**src/rtl/pbus_pkg.sv**
```systemverilog
package pbus_pkg;
  localparam int unsigned DATA_W      = 8;
  localparam int unsigned SYNC_STAGES = 2;

  typedef struct packed {
    logic ibf;
    logic obf;
    logic ovf;
    logic irq;
  } pbus_flags_t;
endpackage

```
**src/rtl/pbus_sync.sv**
```systemverilog
module pbus_sync #(
  parameter int unsigned WIDTH     = 1,
  parameter int unsigned STAGES    = 2,
  parameter logic [WIDTH-1:0] RST_VAL = '0
) (
  input  logic             clk_i,
  input  logic             rst_ni,
  input  logic [WIDTH-1:0] d_i,
  output logic [WIDTH-1:0] q_o
);
  logic [WIDTH-1:0] stage_q [STAGES];

  for (genvar g = 0; g < STAGES; g++) begin : g_stage
    always_ff @(posedge clk_i or negedge rst_ni) begin
      if (!rst_ni)     stage_q[g] <= RST_VAL;
      else if (g == 0) stage_q[g] <= d_i;
      else             stage_q[g] <= stage_q[(g == 0) ? 0 : g-1];
    end
  end

  assign q_o = stage_q[STAGES-1];
endmodule

```
**src/rtl/pbus_strobe_track.sv**
```systemverilog
module pbus_strobe_track (
  input  logic clk_i,
  input  logic rst_ni,
  input  logic en_i,
  input  logic cs_n_i,
  input  logic stb_n_i,
  output logic active_o,
  output logic start_o,
  output logic end_o
);
  logic active_q;

  assign active_o = en_i & ~cs_n_i & ~stb_n_i;

  always_ff @(posedge clk_i or negedge rst_ni) begin
    if (!rst_ni) active_q <= 1'b0;
    else         active_q <= active_o;
  end

  assign start_o = active_o & ~active_q;
  // completion only counts while enabled; disabling mid-strobe drops it
  assign end_o   = en_i & active_q & ~active_o;

  a_r7_no_end_when_disabled: assert property (@(posedge clk_i) disable iff (!rst_ni)
    !en_i |-> !end_o && !start_o);
endmodule

```
**src/rtl/pbus_flags.sv**
```systemverilog
module pbus_flags
  import pbus_pkg::*;
(
  input  logic        clk_i,
  input  logic        rst_ni,
  input  logic        en_i,
  input  logic        wr_end_i,
  input  logic        rd_start_i,
  input  logic        rd_end_i,
  input  logic        host_wr_i,
  input  logic        host_rd_i,
  input  logic        clr_ovf_i,
  input  logic        clr_irq_i,
  output pbus_flags_t flags_o
);
  pbus_flags_t q;

  always_ff @(posedge clk_i or negedge rst_ni) begin
    if (!rst_ni) begin
      q <= '0;
    end else begin
      if (!en_i)          q.ibf <= 1'b0;
      else if (wr_end_i)  q.ibf <= 1'b1;   // set beats local read
      else if (host_rd_i) q.ibf <= 1'b0;

      if (!en_i)           q.obf <= 1'b0;
      else if (host_wr_i)  q.obf <= 1'b1;
      else if (rd_start_i) q.obf <= 1'b0;

      if (wr_end_i && q.ibf) q.ovf <= 1'b1;
      else if (clr_ovf_i)    q.ovf <= 1'b0;

      if (wr_end_i || rd_end_i) q.irq <= 1'b1;
      else if (clr_irq_i)       q.irq <= 1'b0;
    end
  end

  assign flags_o = q;

  a_r3_ibf_hold: assert property (@(posedge clk_i) disable iff (!rst_ni)
    (q.ibf && !host_rd_i && en_i) |=> q.ibf);
  a_r4_ovf_sticky: assert property (@(posedge clk_i) disable iff (!rst_ni)
    (q.ovf && !clr_ovf_i) |=> q.ovf);
  a_r6_obf_stays_clear: assert property (@(posedge clk_i) disable iff (!rst_ni)
    (!q.obf && !host_wr_i) |=> !q.obf);
  a_r7_disabled_clear: assert property (@(posedge clk_i) disable iff (!rst_ni)
    !en_i |=> (!q.ibf && !q.obf));
  a_r8_irq_hold: assert property (@(posedge clk_i) disable iff (!rst_ni)
    (q.irq && !clr_irq_i) |=> q.irq);
  a_r9_set_wins: assert property (@(posedge clk_i) disable iff (!rst_ni)
    (wr_end_i && host_rd_i) |=> q.ibf);
endmodule

```
**src/rtl/pbus_slave_port.sv**
```systemverilog
module pbus_slave_port
  import pbus_pkg::*;
#(
  parameter int unsigned DW     = DATA_W,
  parameter int unsigned STAGES = SYNC_STAGES
) (
  input  logic          clk_i,
  input  logic          rst_ni,
  input  logic          mode_en_i,
  input  logic          ext_cs_ni,
  input  logic          ext_wr_ni,
  input  logic          ext_rd_ni,
  input  logic [DW-1:0] ext_data_i,
  output logic [DW-1:0] ext_data_o,
  output logic          ext_data_oe_o,
  input  logic          host_wr_i,
  input  logic [DW-1:0] host_wdata_i,
  input  logic          host_rd_i,
  output logic [DW-1:0] host_rdata_o,
  input  logic          host_clr_ovf_i,
  input  logic          host_clr_irq_i,
  input  logic          host_ie_wr_i,
  input  logic          host_ie_i,
  output logic          ibf_o,
  output logic          obf_o,
  output logic          ovf_o,
  output logic          irq_flag_o,
  output logic          irq_o
);
  localparam int unsigned CTRL_W = 3;

  logic [CTRL_W-1:0] ctrl_s;
  logic [DW-1:0]     data_s;
  logic              wr_act, wr_start, wr_end;
  logic              rd_act, rd_start, rd_end;
  logic [DW-1:0]     in_q, out_q;
  logic              ie_q;
  pbus_flags_t       flags;

  pbus_sync #(.WIDTH(CTRL_W), .STAGES(STAGES), .RST_VAL({CTRL_W{1'b1}})) u_sync_ctrl (
    .clk_i, .rst_ni,
    .d_i({ext_cs_ni, ext_wr_ni, ext_rd_ni}),
    .q_o(ctrl_s)
  );

  // data lags by the same depth as the strobes
  pbus_sync #(.WIDTH(DW), .STAGES(STAGES), .RST_VAL('0)) u_sync_data (
    .clk_i, .rst_ni, .d_i(ext_data_i), .q_o(data_s)
  );

  pbus_strobe_track u_trk_wr (
    .clk_i, .rst_ni, .en_i(mode_en_i),
    .cs_n_i(ctrl_s[2]), .stb_n_i(ctrl_s[1]),
    .active_o(wr_act), .start_o(wr_start), .end_o(wr_end)
  );

  pbus_strobe_track u_trk_rd (
    .clk_i, .rst_ni, .en_i(mode_en_i),
    .cs_n_i(ctrl_s[2]), .stb_n_i(ctrl_s[0]),
    .active_o(rd_act), .start_o(rd_start), .end_o(rd_end)
  );

  pbus_flags u_flags (
    .clk_i, .rst_ni, .en_i(mode_en_i),
    .wr_end_i(wr_end), .rd_start_i(rd_start), .rd_end_i(rd_end),
    .host_wr_i, .host_rd_i,
    .clr_ovf_i(host_clr_ovf_i), .clr_irq_i(host_clr_irq_i),
    .flags_o(flags)
  );

  always_ff @(posedge clk_i or negedge rst_ni) begin
    if (!rst_ni) begin
      in_q  <= '0;
      out_q <= '0;
      ie_q  <= 1'b0;
    end else begin
      if (wr_act)       in_q  <= data_s;
      if (host_wr_i)    out_q <= host_wdata_i;
      if (host_ie_wr_i) ie_q  <= host_ie_i;
    end
  end

  assign ext_data_oe_o = rd_act;
  assign ext_data_o    = rd_act ? out_q : '0;
  assign host_rdata_o  = in_q;
  assign ibf_o         = flags.ibf;
  assign obf_o         = flags.obf;
  assign ovf_o         = flags.ovf;
  assign irq_flag_o    = flags.irq;
  assign irq_o         = flags.irq & ie_q;

  a_r1_latch_stable_idle: assert property (@(posedge clk_i) disable iff (!rst_ni)
    !wr_act |=> $stable(in_q));
  a_r5_oe_needs_mode: assert property (@(posedge clk_i) disable iff (!rst_ni)
    ext_data_oe_o |-> mode_en_i);
  a_r5_obf_clear_in_read: assert property (@(posedge clk_i) disable iff (!rst_ni)
    (rd_start && !host_wr_i) |=> !obf_o);
endmodule

```
**config.mk**
```make
export PLATFORM = sky130hd
export DESIGN_NAME = pbus_slave_port
export DESIGN_NICKNAME = d
export VERILOG_FILES = /design/src/rtl/pbus_pkg.sv /design/src/rtl/pbus_sync.sv /design/src/rtl/pbus_strobe_track.sv /design/src/rtl/pbus_flags.sv /design/src/rtl/pbus_slave_port.sv
export SDC_FILE = /design/constraint.sdc
export NUM_CORES = 1
export LEC_CHECK = 0
export ABC_CLOCK_PERIOD_IN_PS = 1600
export CORE_ASPECT_RATIO = 0.9
export CORE_MARGIN = 2
export CORE_UTILIZATION = 40
export CTS_BUF_LIST = sky130_fd_sc_hd__clkbuf_2
export DETAILED_ROUTE_END_ITERATION = 10
export PLACE_DENSITY_LB_ADDON = 0.2
export SLEW_MARGIN = 20
export SYNTH_ARGS = -nofsm -noshare
export SYNTH_HDL_FRONTEND = slang
export SYNTH_SLANG_ARGS = --single-unit
```
**constraint.sdc**
```tcl
create_clock -name clk_i -period 1.6 [get_ports clk_i]
set_input_delay 0.16 -clock clk_i [delete_from_list [all_inputs] [get_ports clk_i]]
set_output_delay 0.16 -clock clk_i [all_outputs]
set_load 0.005 [all_outputs]
```
---- After elaboration in Yosys (flattened, before gate mapping) ----
Cells that the tools add are included.
Widths: inputs -> output; s select.
word-level totals
  word-level logic and storage cells ...... 45
  flip-flop bits (word level) ............. 45
operators by class
  equality and inequality tests ........... 2
  bitwise logic cells ..................... 15
  reductions and logical operators ........ 4
  mux-type cells .......................... 11
operators with widths
  operator            number
  $mux 1              10
  $and 1x1->1         9
  $mux 8              1
  $ne 3x1->1 const B  2
  $not 1->1           6
  $reduce_bool 2->1   2
  $logic_and 1x1->1   1
  $logic_or 1x1->1    1

---- Longest topological paths before layout ----
Gate-level depths: netlist of run 1.
  depth after elaboration ................. 7
  mapped depth ............................ 3
  gate-level depth less buffers ........... 2

---- Modules after synthesis ----
Synthesis of run 1 repeated with hierarchy kept, for this count alone.
unflattened totals
  cells, all modules ...................... 100
  area total of the unflattened synthesis .. 1671.6 um^2
by module, submodules not included
  module                    area each (um^2)  cells an instance  instances  sequential area each (um^2)
  pbus_slave_port           755.7             45                 1          425.4
  pbus_sync at u_sync_data  460.4             24                 1          400.4
  pbus_sync at u_sync_ctrl  180.2             9                  1          157.7
  pbus_flags                160.2             14                 1          100.1
  pbus_strobe_track         57.6              4                  2          25.0

---- Least setup slack after synthesis of run 1 ----
Ideal clock, no wire load.
  path type ............................... flip-flop to flip-flop
  start point ............................. register u_sync_ctrl.stage_q, in the netlist u_sync_ctrl.q_o[2]
  end point ............................... register in_q[0], in the netlist host_rdata_o[0]
  setup slack ............................. 479 ps
  arrival ................................. 996 ps
  buffers on the path ..................... 1
  period minus slack after synthesis ...... 1121 ps
  cell stages (with the launch flop) ...... 4
  cell sequence ........................... dfstp_2 nor3b_2 buf_6 mux2_2
on the way
  longest elaborated chain between the ends .. 3
ends and longest elaborated chain
  what                              RTL line                 RTL
  start: declaration                pbus_sync.sv:11          logic [WIDTH-1:0] stage_q [STAGES];
  start signal: indexed assignment  pbus_sync.sv:16          else if (g == 0) stage_q[g] <= d_i;
  start signal: indexed assignment  pbus_sync.sv:17          else stage_q[g] <= stage_q[(g == 0) ? 0 : g-1];
  $not 1->1                         pbus_strobe_track.sv:13  assign active_o = en_i & ~cs_n_i & ~stb_n_i;
  $and 1x1->1 (2 in series)         pbus_strobe_track.sv:13
  named net u_trk_wr.active_o       pbus_strobe_track.sv:7   output logic active_o,
  end signal: assignment            pbus_slave_port.sv:77    if (wr_act) in_q <= data_s;
  end: declaration                  pbus_slave_port.sv:36    logic [DW-1:0] in_q, out_q;
The timed path passes the listed nets, and every way through them passes these cells.
A chain may end at the register's enable or synchronous reset.

---- Worst setup path after layout of run 1 ----
  start point ............................. register u_sync_ctrl.stage_q, in the netlist u_sync_ctrl.q_o[0]
  end point ............................... output ext_data_o[1]
on the way
  longest elaborated chain between the ends .. 3
ends and longest elaborated chain
  what              RTL line                 RTL
  $not 1->1         pbus_strobe_track.sv:13
  $and 1x1->1       pbus_strobe_track.sv:13
  $mux 8            pbus_slave_port.sv:84    assign ext_data_o = rd_act ? out_q : '0;
  end: declaration  pbus_slave_port.sv:14    output logic [DW-1:0] ext_data_o,
Every way passes these cells.

==> results of run 1 <==
## layout make-up
class,instances,area share [%]
clock inverters,2,0.456
clock buffers,6,1.37
inverters,3,0.513
well taps,46,2.62
flip-flops and latches,45,51.7
repair buffers,62,27.5
multi-input cells,37,15.8
## repair_timing
item	4_1_cts	5_1_grt
hold buffers	1	0
endpoints found under the setup margin	9	10
setup buffers	3	2
pin swaps	6	1
cloned	1	0
endpoints found under the hold margin	18	0
resized for setup	51	2
## cells in the final DEF (no fill, tap or decap), types with 2 or more instances in the layout
cell type / instances
buf_4: 8
inv_1: 3
and2_2: 3
clkinv_2: 2
nand2_1: 2
buf_2: 4
dfrtp_1: 39
clkdlybuf4s50_1: 38
mux2_2: 17
buf_6: 9
clkbuf_2: 6
dfstp_2: 6
and2_4: 5
## state kept, by name, indices dropped and copies added, names as in the netlist
name                 cells
u_sync_ctrl.q_o          3
u_flags.flags_o          4
host_rdata_o             8
u_trk_wr.active_q        1
out_q                    8
u_sync_data.q_o          8
ie_q                     1
u_sync_ctrl.stage_q      3
u_sync_data.stage_q      8
u_trk_rd.active_q        1
## how the worst min path moves through the flow
stage,start,to,slack [ns]
2_1_floorplan,rst_ni,host_rdata_o[0],-0.14
3_3_place_gp,rst_ni,ie_q,0.12
3_5_place_dp,rst_ni,ie_q,0.12
4_1_cts,ext_wr_ni,u_sync_ctrl.stage_q[4],0.11
5_1_grt,ext_rd_ni,u_sync_ctrl.stage_q[3],0.09
6_report,ext_wr_ni,u_sync_ctrl.stage_q[4],0.12
## cells by family after synthesis
kind of cell / synth area share (%)
DFF: 75.8
muxes: 12.8
and+or+nand+nor: 7.78
buffers and inverters: 1.84
AOI/OAI and AO/OA: 1.84
## where the power goes
group	switching, mW	internal [mW]	leakage [nW]	total, mW
sequential	0.0456	1.24	0.530	1.28
combinational	0.0955	0.226	0.429	0.322
clock	0.325	0.110	0.0327	0.435
total	0.467	1.58	0.991	2.04
## metal layers
layer  GRT usage (%)  routed length, um  vias up
met5               0                  0        -
met1            16.9               1080      453
met2            24.7               1380       31
met3            5.23                199        5
met4            7.71                 40        0
li1                -                  -      421
==> summary.md, run 1 <==
| Metric | Value |
|---|---|
| Placed Cells | `between 150 and 200` |
| CTS root buf | `clkbuf_2` |
| Number of synthesized flops with an enable pin | `0` |
| Hold depth | `1` |
| Max Cap Viol | `0` |
| Die width | `68.5 um` |
| Clock skew | `a little over 0.008 ns` |
| Fmax | `587 MHz` |
| Cell mode on critical path | `buf_6` |
| Nets | `roughly 180` |
| Initial antenna violation count | `0` |
| Vias in the first global route | `948` |
| Worst rel slew slack | `71.0%` |
| TritonCTS clock tree | `built` |
| Congestion Overflow GR | `0` |
| Post-synth ARST share | `100%` |
| FP Rows | `21` |
| Post-DP HPWL | `1.89 mm` |
| Number of diodes | `0` |
| Syn nets | `between 100 and 150` |
| H-tree level count | `2` |
| Critical path required time | `1.44 ns` |
| Crit Path Class | `flop to output port` |
| Status | `complete, but fails checks` |
| Most common cell in the netlist | `dfrtp_1` |
| Top_reg_cell synth | `dfrtp_1` |
| Crit share post-route | `107%` |
| Layout Cells excl Fill | `201` |
| Clock buffer depth | `2` |
| Worst path slowest cell | `dfstp_2` |
| Vias per std cell | `4.53` |
| Top cells by area, synth | `dfrtp_1, mux2_2, dfstp_2` |
| Port Buffers | `49` |
| Die area | `roughly 0.0042 mm2` |
| Worst Setup EP | `ext_data_o[1]` |
| Largest fanout on the critical path | `4` |
| Starting Density | `between 40% and 50%` |
| Core area | `between 0.003 and 0.004 mm2` |
| Critical path's top delay family | `flip-flops` |
| Failing checks | `negative setup slack` |
| Post-synth top cells | `dfrtp_1, mux2_2, and2_2, dfstp_2, inv_1` |
| Gpl congestion | `0.773` |
| WL/cell | `roughly 13 um` |
| RSZ-0062 raised after global routing | `true` |
| Levels on crit path | `5` |
| Final Instance Area | `0.00219 mm2` |
| GRT Overall Usage | `between 10% and 20%` |
| Detail Route Antenna Nets | `0` |
| Leak Pwr | `~0.99 nW` |
| Worst Setup End Kind | `output port` |
| Worst Reg-to-Reg Cells | `4` |
| Fill cells | `290` |
| Drt drc | `0` |
| Largest area contributor in the netlist | `dfrtp_1` |
| Final Hold Fails | `0` |
| Clock sinks | `45` |
| Initial DRT Pass Iterations | `4` |
| Initial drt markers | `41` |
| Largest net degree at the start of global routing | `28` |
| Drt total wl | `2.70 mm` |
| CP max stage delay | `0.43 ns` |
| Slew Limit Fails | `0` |
| Setup slack, reg-to-reg | `0.26 ns` |
| Hold WS | `0.124 ns` |
| Num ports | `50` |
| Clock slew at reported path FFs | `0.19 ns` |
| Post-placement worst setup slack | `-0.226 ns` |
| Vias | `910` |
| Register bit total from synthesis | `45` |
| RR Startpoint | `u_sync_ctrl.q_o[2]` |
| Worst IR Drop VDD | `0.440 mV` |
| CP startpoint | `u_sync_ctrl.q_o[0]` |
| HP Class | `primary input to flop` |
| Post-synth top area share | `approximately two thirds` |
| Setup crit start kind | `flop` |
| Setup TNS | `-0.417 ns` |
| Dpl cell area | `0.00208 mm2` |
| Multi-input logic area | `348 um2` |
| Register area | `0.00113 mm2` |
| Avg Cell Area, Syn | `17.2 um2` |
| Yosys warnings | `0` |
| First-pass GRT wire length | `4.21 mm` |
| Minimum clock period after layout | `1.70 ns` |
| Die Y | `62.0 um` |
| Final setup violating endpoints | `8` |
| Crit path arrival time | `1.54 ns` |
| Reg2reg end | `host_rdata_o[7]` |
| Syn Inst Count | `87` |
| Seq/Total Area, Yosys | `between 70% and 80%` |
| Fin util | `60.1%` |
| P per Cell Area | `930 mW/mm2` |
| Post-synthesis cell type count | `17` |
| Tot Pwr | `2.04 mW` |
| Worst skew pair latency | `0.41 ns` |
| Share of layout cells above drive strength 1 | `40.6%` |
| Cell chain of the critical path | `nor3b_4 -> buf_6 -> buf_6 -> and2_4 -> buf_6` |
| Final Worst Setup Slack | `-0.104 ns` |
| Worst Path Buf+Inv | `3` |
| TritonCTS buffer count | `5` |
| Least-Margin Pin Slew | `0.434 ns` |
| Synth Cell Area | `0.00150 mm2` |
| Synth-to-Final Area Change | `46.7%` |
Power figures use the tool's default switching activity.
==> inputs of run 2 (changes only) <==
CORE_MARGIN = unset   (was 2)
==> run 2 against run 1 <==
The flow now finishes without violations. Critical path type unchanged. Final area is 0.23% higher. Highest routed layer unchanged. Routed wire length shrank 8.7%. Clock-buffer cell count did not move. Clock power grew 37%.
==> summary.md, run 2 (synthesized netlist as in run 1, its figures left out) <==
| Metric | Value |
|---|---|
| Final setup violating endpoints | `0` |
| Worst path slowest cell | `dfstp_2` |
| CP max stage delay | `0.42 ns` |
| Initial drt markers | `28` |
| Clock slew at reported path FFs | `0.20 ns` |
| Die Y | `60.0 um` |
| Post-DP HPWL | `1.76 mm` |
| Initial DRT Pass Iterations | `3` |
| FP Rows | `20` |
| Vias in the first global route | `886` |
| Max Cap Viol | `0` |
| RSZ-0062 raised after global routing | `true` |
| Vias per std cell | `4.48` |
| WL/cell | `12.5 um` |
| Detail Route Antenna Nets | `0` |
| Initial antenna violation count | `0` |
| Reg2reg end | `host_rdata_o[0]` |
| Nets | `180` |
| Most frequent cells in the layout | `dfrtp_1, clkdlybuf4s50_1, mux2_2` |
| Slew Limit Fails | `0` |
| Most common cell after layout, fill and taps aside | `dfrtp_1` |
| Critical path's top delay family | `flip-flops` |
| Port Buffers | `49` |
| CTS root buf | `clkbuf_2` |
| Setup TNS | `0 ns` |
| Leak Pwr | `a little under 1 nW` |
| Crit path arrival time | `between 1 and 1.5 ns` |
| Starting Density | `a little over two fifths` |
| Die area | `about 0.004 mm2` |
| Crit Path Class | `flop to output port` |
| Critical path required time | `1.44 ns` |
| Largest net degree at the start of global routing | `26` |
| Drt drc | `0` |
| Die width | `66.5 um` |
| CP startpoint | `u_sync_ctrl.q_o[0]` |
| Final Hold Fails | `0` |
| HP Class | `primary input to flop` |
| Levels on crit path | `4` |
| Number of diodes | `0` |
| Num ports | `50` |
| Worst Setup EP | `ext_data_o[6]` |
| Core area | `0.00348 mm2` |
| Drt total wl | `2.47 mm` |
| Least-Margin Pin Slew | `between 0.4 and 0.5 ns` |
| Minimum clock period after layout | `1.59 ns` |
| Largest fanout on the critical path | `5` |
| H-tree level count | `2` |
| Worst Setup End Kind | `output port` |
| Worst skew pair latency | `0.39 ns` |
| Worst rel slew slack | `between 60% and 70%` |
| TritonCTS clock tree | `built` |
| Share of layout cells above drive strength 1 | `roughly two fifths` |
| Tot Pwr | `roughly 2.2 mW` |
| Crit share post-route | `99.3%` |
| Setup slack, reg-to-reg | `0.28 ns` |
| Fill cells | `roughly 250` |
| P per Cell Area | `995 mW/mm2` |
| Congestion Overflow GR | `0` |
| Vias | `883` |
| Worst IR Drop VDD | `about 0.75 mV` |
| First-pass GRT wire length | `4.04 mm` |
| TritonCTS buffer count | `5` |
| Clock sinks | `45` |
| GRT Overall Usage | `~15%` |
| Setup crit start kind | `flop` |
| Worst Path Buf+Inv | `2` |
| Gpl congestion | `0.639` |
| Fin util | `63.2%` |
| Synth-to-Final Area Change | `47.0%` |
| Clock buffer depth | `2` |
| Status | `finished, final reports clean` |
| Cell chain of the critical path | `nor3b_2 -> buf_4 -> and2_4 -> buf_6` |
| Clock skew | `around 0.0084 ns` |
| RR Startpoint | `u_sync_ctrl.q_o[2]` |
| Worst Reg-to-Reg Cells | `4` |
| Fmax | `around 630 MHz` |
[run 2: changes by cell type in the layout (fill, tap and decap cells not counted), sizes merged]
cell / previous run / this run
buf: 22 / 20
bufinv: 0 / 1
clkinv: 2 / 1
[run 2: worst min-delay path by stage]
stage	slack, ns	to	from	cells past startpoint
floorplan	-0.14	host_rdata_o[0]	rst_ni	0
global placement	0.14	host_rdata_o[7]	rst_ni	1
detailed placement	0.15	u_sync_data.q_o[7]	rst_ni	1
CTS	0.12	u_sync_ctrl.stage_q[5]	ext_cs_ni	1
global route	0.11	u_sync_ctrl.stage_q[5]	ext_cs_ni	1
finish	0.14	u_sync_ctrl.stage_q[5]	ext_cs_ni	1
[run 2: timing repair]
action | in CTS | in global routing
setup buffers | 2 | 0
gates cloned | 1 | 0
hold buffers | 1 | 0
gates resized for setup | 48 | 7
pin swaps | 6 | 4
endpoints found under the hold margin | 16 | 0
setup endpoints to repair | 9 | 10
[run 2: power by group]
| part | total (mW) | leakage [nW] | switching, mW | internal (mW) |
|---|---|---|---|---|
| logic | 0.313 | 0.416 | 0.0912 | 0.222 |
| registers | 1.28 | 0.530 | 0.0412 | 1.24 |
| clock network | 0.594 | 0.0406 | 0.328 | 0.267 |
[run 2: stage by stage]
step                worst slack, ns  std cells  hold WS [ns]  instance area [um2]
floorplan                     0.479         87        -0.136                 1500
global placement             -0.171        185         0.143                 2090
detailed placement           -0.195        185         0.154                 2090
CTS                         -0.0561        197         0.122                 2180
global route                -0.0799        197         0.106                 2200
finish                       0.0114        197         0.144                 2200
[run 2: metal layers]
| metal | vias up | wire [um] | global-route usage (%) | share of wire [%] |
|---|---|---|---|---|
| met4 | 0 | 41 | 6.38 | 1.7 |
| li1 | 420 | - | - | - |
| met5 | - | 0 | 0 | 0 |
| met3 | 5 | 185 | 6.49 | 7.5 |
| met2 | 28 | 1150 | 21.9 | 47 |
| met1 | 430 | 1090 | 19.1 | 44 |
[run 2: layout make-up]
type | count | area [um2] | area share (%)
Timing Repair Buffer | 60 | 591 | 26.8
Tap cell | 44 | 55.1 | 2.50
Sequential cell | 45 | 1130 | 51.5
Inverter | 3 | 11.3 | 0.512
Clock inverter | 2 | 33.8 | 1.54
Multi-Input combinational cell | 37 | 345 | 15.7
Clock buffer | 6 | 30.0 | 1.37
==> inputs of run 3 (changes only) <==
ABC_AREA = 1   (was unset)
ABC_CLOCK_PERIOD_IN_PS = unset   (was 1600)
==> run 3 against run 2 <==
Clock-buffer cell count fell by 1. Maximum frequency grew 3.0%. Final cell count grew 23%. Clock power decreased by 22%. Largest cell class unchanged. Sequential power about the same. Synthesized area is 4.2% higher. Critical path depth up 1. Final area is 1.1% lower. Non-clock buffer count down 3.
==> summary.md, run 3 <==
| Metric | Value |
|---|---|
| Final Hold Fails | `0` |
| Most common cell in the netlist | `nand2_1` |
| Worst path slowest cell | `dfstp_2` |
| First-pass GRT wire length | `4.18 mm` |
| Top cells by area, synth | `dfrtp_1, dfstp_2, nand2_1` |
| Syn nets | `162` |
| Worst skew pair latency | `0.39 ns` |
| Placed Cells | `approximately 230` |
| Core area | `0.00373 mm2` |
| Syn Inst Count | `134` |
| Num ports | `50` |
| Post-synth top area share | `62.6%` |
| Status | `finished, final reports clean` |
| Yosys warnings | `0` |
| Post-synthesis cell type count | `16` |
| Final setup violating endpoints | `0` |
| Clock buffer depth | `2` |
| Synth-to-Final Area Change | `39.5%` |
| H-tree level count | `2` |
| Largest net degree at the start of global routing | `30` |
| Layout Cells excl Fill | `242` |
| Top_reg_cell synth | `dfrtp_1` |
| Clock sinks | `45` |
| HP Class | `primary input to flop` |
| Initial DRT Pass Iterations | `4` |
| Hold WS | `approximately 0.15 ns` |
| Least-Margin Pin Slew | `0.519 ns` |
| Worst Setup End Kind | `output port` |
| Final Instance Area | `0.00217 mm2` |
| Slew Limit Fails | `0` |
| Crit path arrival time | `roughly 1.4 ns` |
| Number of diodes | `0` |
| Nets | `223` |
| Starting Density | `41.8%` |
| Cell chain of the critical path | `inv_4 -> nand3_4 -> buf_6 -> inv_4 -> buf_6` |
| Worst IR Drop VDD | `between 0.6 and 0.7 mV` |
| Register area | `0.00113 mm2` |
| Initial antenna violation count | `0` |
| Crit share post-route | `between 90% and 100%` |
| Initial drt markers | `39` |
| Most frequent cells in the layout | `nand2_1, dfrtp_1, clkdlybuf4s50_1` |
| CP max stage delay | `0.60 ns` |
| WL/cell | `11.0 um` |
| Avg Cell Area, Syn | `11.6 um2` |
| TritonCTS clock tree | `built` |
| Post-synth top cells | `nand2_1, dfrtp_1, inv_1, nor2_1, o21ai_0` |
| Critical path's top delay family | `flip-flops` |
| Drt drc | `0` |
| Fill cells | `~330` |
| Number of synthesized flops with an enable pin | `0` |
| Die area | `0.00415 mm2` |
| Die Y | `61.2 um` |
| Drt total wl | `roughly 2.7 mm` |
| Detail Route Antenna Nets | `0` |
| Largest area contributor in the netlist | `dfrtp_1` |
| Port Buffers | `49` |
| Vias | `1,064` |
| Synth Cell Area | `~0.0016 mm2` |
| Minimum clock period after layout | `1.54 ns` |
| Max Cap Viol | `0` |
| Post-synth ARST share | `100%` |
| RSZ-0062 raised after global routing | `true` |
| Clock slew at reported path FFs | `0.21 ns` |
| Seq/Total Area, Yosys | `72.7%` |
| Largest fanout on the critical path | `4` |
| Leak Pwr | `1.09 nW` |
| Setup crit start kind | `flop` |
| Congestion Overflow GR | `0` |
| Fmax | `648 MHz` |
| GRT Overall Usage | `14.3%` |
| P per Cell Area | `933 mW/mm2` |
| Share of layout cells above drive strength 1 | `20.9%` |
| Critical path required time | `1.44 ns` |
| TritonCTS buffer count | `5` |
| Clock skew | `around 0.017 ns` |
| Gpl congestion | `0.669` |
| Worst rel slew slack | `between 60% and 70%` |
| Most common cell after layout, fill and taps aside | `nand2_1` |
| Die width | `67.8 um` |
| Post-DP HPWL | `roughly 1.9 mm` |
| CTS root buf | `clkbuf_2` |
| Multi-input logic area | `339 um2` |
| Crit Path Class | `flop to output port` |
| Vias per std cell | `4.40` |
| Register bit total from synthesis | `45` |
| Worst Path Buf+Inv | `4` |
| Vias in the first global route | `between 900 and 1k` |
| FP Rows | `21` |
| Dpl cell area | `~0.0021 mm2` |
==> run 3: cell count changes after synthesis, sizes merged, moves of 2 or more <==
cell	change
nand2	+38
mux2	-16
inv	+13
nor2	+10
and2	-9
o21ai	+7
nand3	+6
buf	+2
nor3b	-2
==> run 3: cell families (layout without fill, tap and decap cells) <==
family          after synthesis  in the layout  synth area share [%]
compound gates                8              8                  2.57
buf+inv                      21             82                  6.66
flops                        45             45                  72.7
mux                           1              1                 0.722
simple gates                 59             60                  17.3
==> run 3: report_power, final <==
part	internal, mW	total [mW]	switching [mW]
Clock	0.111	0.464	0.354
Combinational	0.178	0.298	0.119
Sequential	1.23	1.27	0.0357
==> run 3: final timing paths <==
check	start	end	slack (ns)	depth (start not counted)
max in group asynchronous	rst_ni	u_sync_ctrl.q_o[1]	0.83	3
max	u_sync_ctrl.q_o[2]	ext_data_oe_o	0.06	5
min reg2reg	u_sync_data.stage_q[9]	u_sync_data.q_o[1]	0.36	0
min in group asynchronous	rst_ni	host_rdata_o[6]	0.21	2
max reg2reg	u_sync_ctrl.q_o[2]	host_rdata_o[6]	0.31	6
min	ext_rd_ni	u_sync_ctrl.stage_q[3]	0.15	1
==> run 3: timing repair <==
action	in CTS	in global routing
setup buffers	3	1
resized for setup	24	12
hold buffers	1	0
setup endpoints to repair	9	10
pin swaps	1	1
gates cloned	1	0
endpoints found under the hold margin	31	0
==> run 3: cell type report <==
| type | count | area share [%] |
|---|---|---|
| sequential | 45 | 52.1 |
| timing repair buffer | 57 | 24.3 |
| clock buffer | 5 | 1.15 |
| multi-input combinational | 69 | 15.6 |
| inverter | 17 | 3.22 |
| clock inverter | 3 | 0.978 |
| tap | 46 | 2.65 |
==> run 3: per-layer routing <==
metal  vias to the layer above  track usage, %  routed length (um)
met2                        30            22.6                1320
met1                       499            17.3                1150
met5                         -               0                   0
li1                        529               -                   -
met4                         0            7.74                  50
met3                         6            4.81                 131
==> run 3: stage by stage <==
stage	power (mW)	worst slack, ns	utilization [%]	setup TNS (ns)
2_1_floorplan	1.38	0.639	-	0
3_3_place_gp	1.57	-0.0112	56.2	-0.0601
3_5_place_dp	1.58	-0.0521	56.2	-0.245
4_1_cts	2.07	0.00552	58.9	0
5_1_grt	2.16	-0.0395	58.3	-0.0395
6_report	2.03	0.0577	58.3	0
